`src/rtl/pcv_pkg.sv`:
```
package pcv_pkg;
  typedef enum logic [2:0] {
    SRC_SEQ,
    SRC_HOLD,
    SRC_PAGE,
    SRC_JUMP,
    SRC_CALL,
    SRC_VEC
  } pc_src_e;
endpackage

```
`src/rtl/pcv_irq_pick.sv`:
```
module pcv_irq_pick #(
  parameter int PC_W       = 12,
  parameter int N_IRQ      = 7,
  parameter int VEC_STRIDE = 4
) (
  input  logic [N_IRQ-1:0] irq_req,
  input  logic [N_IRQ-1:0] irq_en,
  input  logic             stack_full,
  output logic             take,
  output logic [PC_W-1:0]  vec
);
  logic [N_IRQ-1:0] live;
  logic [PC_W-1:0]  vec_of [N_IRQ];

  assign live = irq_req & irq_en & {N_IRQ{~stack_full}};
  assign take = |live;

  for (genvar i = 0; i < N_IRQ; i++) begin : g_vec
    assign vec_of[i] = PC_W'((i + 1) * VEC_STRIDE);
  end

  // lowest index wins: scan from the top down so the lowest overwrites
  always_comb begin
    vec = '0;
    for (int i = N_IRQ - 1; i >= 0; i--) begin
      if (live[i]) vec = vec_of[i];
    end
  end
endmodule

```
`src/rtl/pcv_next.sv`:
```
module pcv_next
  import pcv_pkg::*;
#(
  parameter int PC_W   = 12,
  parameter int PAGE_W = 8
) (
  input  logic [PC_W-1:0]   pc,
  input  logic              in_dummy,
  input  logic              irq_take,
  input  logic [PC_W-1:0]   irq_vec,
  input  logic              xfer_valid,
  input  logic              xfer_call,
  input  logic [PC_W-1:0]   xfer_target,
  input  logic              low_wr,
  input  logic [PAGE_W-1:0] low_wdata,
  output logic [PC_W-1:0]   nxt_pc,
  output pc_src_e           src
);
  localparam logic [PC_W-1:0] ONE = PC_W'(1);

  always_comb begin
    if (in_dummy) begin
      src    = SRC_HOLD;
      nxt_pc = pc;
    end else if (irq_take) begin
      src    = SRC_VEC;
      nxt_pc = irq_vec;
    end else if (xfer_valid) begin
      src    = xfer_call ? SRC_CALL : SRC_JUMP;
      nxt_pc = xfer_target;
    end else if (low_wr) begin
      src    = SRC_PAGE;
      nxt_pc = {pc[PC_W-1:PAGE_W], low_wdata};
    end else begin
      src    = SRC_SEQ;
      nxt_pc = pc + ONE;
    end
  end
endmodule

```
`src/rtl/pcv_unit.sv`:
```
module pcv_unit
  import pcv_pkg::*;
#(
  parameter int PC_W       = 12,
  parameter int PAGE_W     = 8,
  parameter int N_IRQ      = 7,
  parameter int VEC_STRIDE = 4
) (
  input  logic              clk,
  input  logic              rst,
  input  logic              xfer_valid,
  input  logic              xfer_call,
  input  logic [PC_W-1:0]   xfer_target,
  input  logic              low_wr,
  input  logic [PAGE_W-1:0] low_wdata,
  input  logic [N_IRQ-1:0]  irq_req,
  input  logic [N_IRQ-1:0]  irq_en,
  input  logic              stack_full,
  output logic [PC_W-1:0]   fetch_addr,
  output logic              flush,
  output logic              push_valid,
  output logic [PC_W-1:0]   push_addr
);
  localparam logic [PC_W-1:0] ONE = PC_W'(1);

  logic            irq_take;
  logic [PC_W-1:0] irq_vec;
  logic [PC_W-1:0] nxt_pc;
  pc_src_e         src;
  logic            is_xfer;
  logic            is_push;

  pcv_irq_pick #(.PC_W(PC_W), .N_IRQ(N_IRQ), .VEC_STRIDE(VEC_STRIDE)) u_pick (
    .irq_req    (irq_req),
    .irq_en     (irq_en),
    .stack_full (stack_full),
    .take       (irq_take),
    .vec        (irq_vec)
  );

  pcv_next #(.PC_W(PC_W), .PAGE_W(PAGE_W)) u_next (
    .pc          (fetch_addr),
    .in_dummy    (flush),
    .irq_take    (irq_take),
    .irq_vec     (irq_vec),
    .xfer_valid  (xfer_valid),
    .xfer_call   (xfer_call),
    .xfer_target (xfer_target),
    .low_wr      (low_wr),
    .low_wdata   (low_wdata),
    .nxt_pc      (nxt_pc),
    .src         (src)
  );

  assign is_push = (src == SRC_CALL) || (src == SRC_VEC);
  assign is_xfer = is_push || (src == SRC_JUMP) || (src == SRC_PAGE);

  always_ff @(posedge clk) begin
    if (rst) begin
      fetch_addr <= '0;
      flush      <= 1'b0;
      push_valid <= 1'b0;
      push_addr  <= '0;
    end else begin
      fetch_addr <= nxt_pc;
      flush      <= is_xfer;
      push_valid <= is_push;
      if (is_push) push_addr <= fetch_addr + ONE;
    end
  end
endmodule

```
`config.mk`:
```
export PLATFORM = sky130hd
export DESIGN_NAME = pcv_unit
export DESIGN_NICKNAME = d
export VERILOG_FILES = /design/src/rtl/pcv_pkg.sv /design/src/rtl/pcv_irq_pick.sv /design/src/rtl/pcv_next.sv /design/src/rtl/pcv_unit.sv
export SDC_FILE = /design/constraint.sdc
export NUM_CORES = 1
export LEC_CHECK = 0
export BUFFER_PORTS_ARGS = -buffer_cell sky130_fd_sc_hd__clkbuf_2
export CORE_AREA = 4 4 66 68
export CTS_CLUSTER_SIZE = 14
export DETAILED_ROUTE_END_ITERATION = 8
export DIE_AREA = 0 0 70 72
export PLACE_DENSITY = 0.83
export SLEW_MARGIN = 20
export SYNTH_ARGS = -nofsm -noshare
export SYNTH_HDL_FRONTEND = slang
export SYNTH_SLANG_ARGS = --single-unit
```
`constraint.sdc`:
```
create_clock -name clk -period 2.1 [get_ports clk]
set_input_delay 0.105 -clock clk [delete_from_list [all_inputs] [get_ports clk]]
set_output_delay 0.105 -clock clk [all_outputs]
set_load 0.01 [all_outputs]
```
==> results.py <==
metrics = {
    "final_layout": {
        "fillers": 368,
        "drive_gt1_frac": 0.331,
        "fin_cells": 328,
        "final_core_util": 0.588,
        "antennaDiodeCount": 0,
        "area_growth_pct": 22.1,
        "fin_nets": 320,
    },
    "floorplan": {
        "dieWidth_um": 70,
        "initial_core_util": 0.482,
        "core_region_area_um2": 3860,
        "die_height_um": 72,
        "row_count": 23,
        "top_level_ports": 66,
        "fp.dieArea_um2": 5040,
    },
    "routing": {
        "drt_pass1_iterations": 4,
        "first_iter_violations": 151,
        "drc": 0,
        "ant_nets": 0,
        "vias_per_cell": 6.16,
        "routed_wl_mm": 5.39,
        "post_drt_wl_per_cell_um": 16.4,
        "vias": 2020,
    },
    "setup_path": {
        "worstPathArrival_ns": 1.95,
        "worstSetupPathType": "reg2reg",
        "cp-start-kind": "flop",
        "timing.rr.start": "fetch_addr[0]",
        "path_max_fanout": 9,
        "worst_setup_path_end_kind": "flop",
        "cp.required_ns": 2.25,
        "critPathLaunch": "fetch_addr[0]",
    },
    "yosys": {
        "ys_async_sr_fraction": 0,
        "yosysTopAreaCellShare": 0.280,
        "ys_seq_elements": 26,
        "synth-simple-area-share": 0.226,
        "synthCells": 217,
        "synthTopCellsByArea": "dfxtp_1, a211oi_1, nand2_1",
        "synth_top_family_by_area": "compound AO/OA/AOI/OAI gates",
        "ys.flop_type": "dfxtp_1",
        "synth_nets": 258,
        "synth_xor_area_frac": 0.0236,
        "yosys.area.top_type": "dfxtp_1",
        "synth_compound_area_frac": 0.371,
        "synth_edf_count": 0,
        "avgSynthCellArea_um2": 8.56,
        "synthAdderAreaFrac": 0.00673,
        "syn-cell-area_um2": 1860,
        "yosysSeqAreaShare": 0.280,
        "synthMuxAreaShare": 0.0222,
        "yosys_warnings": 0,
        "yosysUniqueCellTypes": 63,
    },
    "hold_path": {
        "hold_class": "in2reg",
        "min_from": "xfer_target[8]",
    },
    "pwr": {
        "sw_frac_of_total": 0.324,
        "p_seq_frac": 0.453,
        "power_frac_clock": 0.257,
        "irDropWorstVdd_v": 0.000316,
        "p_int_mw": 0.865,
        "leakage_nw": 0.972,
        "fin_total_pwr_mw": 1.28,
        "p_sw_mw": 0.414,
        "power_per_cell_area_nw_per_um2": 564,
        "p_comb_frac": 0.290,
    },
    "placement": {
        "place_inst": 324,
        "hpwlAfterDp_mm": 4.27,
        "gp_congestion": 0.905,
        "port_buffers": 65,
    },
    "global_route": {
        "grt_usage": 0.214,
        "grt_first_pass_wirelength_mm": 8.98,
        "overflow": 0,
        "grt_max_degree": 24,
        "grt_pass1_vias": 1874,
        "grt_antenna_before_repair": 0,
    },
    "timing": {
        "max_slew_margin": 0.605,
        "finalHoldViolCount": 0,
        "worst_pin_slew_ns": 0.590,
        "post-route-min-period_ns": 1.80,
        "fin_setup_tns_ns": 0,
        "finalClockSkew_ns": 0.00440,
        "rsz0062_at_grt": "no",
        "setup_viol": 0,
        "hold_slack_ns": 0.109,
        "fmax_mhz": 555,
        "slew_viol_final": 0,
        "min_period_over_period": 0.857,
    },
    "clocking": {
        "postCtsSetupBuffers": 0,
        "cts_resized": 0,
        "cts_buffers": 3,
        "clockRootBuffer": "clkbuf_8",
        "clock_path_buffers": 2,
        "cts_tree": "built",
        "htree_levels": 1,
        "path_clk_slew_ns": 0.09,
        "ctsHoldBuffers": 0,
        "clock_sinks": 26,
        "insertion_delay_ns": 0.27,
    },
    "outcome": {
        "status": "complete, no violations",
    },
    "job": {
        "max_cap_violations": 0,
    },
}
worst max-delay path, cell delays in order, from the launching register on:
cell and delay, ns:
dfxtp_1 0.48, ha_1 0.29, nand4_2 0.24, a32o_1 0.33, a311oi_1 0.23, o32ai_1 0.11
flip-flops by register name (all words and copies together), names as in the netlist:
name,count
fetch_addr,12
flush,1
push_addr,12
push_valid,1
cells in the final DEF (no fill, tap or decap), drive strengths merged, types with 4 or more instances in the layout:
| cell type | count |
|---|---|
| nor3 | 4 |
| nor4 | 5 |
| o21ai | 7 |
| a22oi | 5 |
| dfxtp | 26 |
| nor2 | 10 |
| o32ai | 5 |
| or3 | 4 |
| nand2b | 4 |
| a21oi | 10 |
| clkbuf | 69 |
| a22o | 7 |
| a211oi | 13 |
| nand2 | 18 |
| nand3 | 5 |
| xnor2 | 4 |
| nand4 | 6 |
| inv | 10 |
| a31oi | 4 |
| buf | 7 |
Yosys cell counts (all sizes together), types with 3 or more instances:
library cell  instances
nor2b                 3
nor3                  4
inv                  10
a2111oi               3
dfxtp                26
o21ai                 7
a311oi                3
a211oi               13
nand2                18
nor4                  5
or3                   4
or2                   3
nand4                 6
a21oi                10
xnor2                 4
nand2b                4
o221ai                3
o211ai                3
a22o                  7
o32ai                 5
nand3                 5
buf                  10
nor2                 10
a22oi                 5
a31oi                 4
o211a                 3
clkbuf                5
mux2i                 3
layout make-up:
type                    instances  area [µm²]  area share
well taps                      50        62.6      0.0276
multi-input cells             164        1210       0.532
flip-flops and latches         26         520       0.229
repair buffers                 72         378       0.167
clock buffers                   4        55.1      0.0243
inverters                      12        45.0      0.0199
power by group through the flow:
stage	clock network, mW	logic [mW]	registers, mW
after floorplan	0	0.228	0.594
after global placement	0	0.365	0.588
after detailed placement	0	0.369	0.591
after CTS	0.334	0.371	0.579
after global routing	0.354	0.407	0.587
final	0.329	0.371	0.580
worst paths after layout:
check / endpoint / slack [ns] / cells past startpoint
min: fetch_addr[8] / 0.11 / 3
min reg2reg: push_addr[3] / 0.46 / 2
max reg2reg: fetch_addr[10] / 0.30 / 5
max: fetch_addr[10] / 0.30 / 5
through the flow:
stage	cell area (µm²)	worst slack [ns]
floorplan	1860	0.465
global placement	2210	0.427
detailed placement	2210	0.342
CTS	2270	0.328
global route	2270	0.213
finish	2270	0.300
per-layer routing:
| metal | GRT usage | vias to the layer above | wire length, µm |
|---|---|---|---|
| met3 | 0.0277 | 13 | 419 |
| met1 | 0.281 | 926 | 2260 |
| li1 | - | 981 | - |
| met4 | 0.0915 | 0 | 146 |
| met5 | 0 | - | 0 |
| met2 | 0.357 | 100 | 2570 |
cell families (layout without fill, tap and decap cells):
| kind of cell | after synthesis | in the layout |
|---|---|---|
| buffers and inverters | 27 | 88 |
| xor gates and xnor gates | 5 | 5 |
| adders and majority gates | 1 | 1 |
| AOI/OAI and AO/OA | 81 | 81 |
| and+or+nand+nor | 73 | 73 |
| muxes | 4 | 4 |
| DFF | 26 | 26 |
Power figures use the tool's default switching activity.
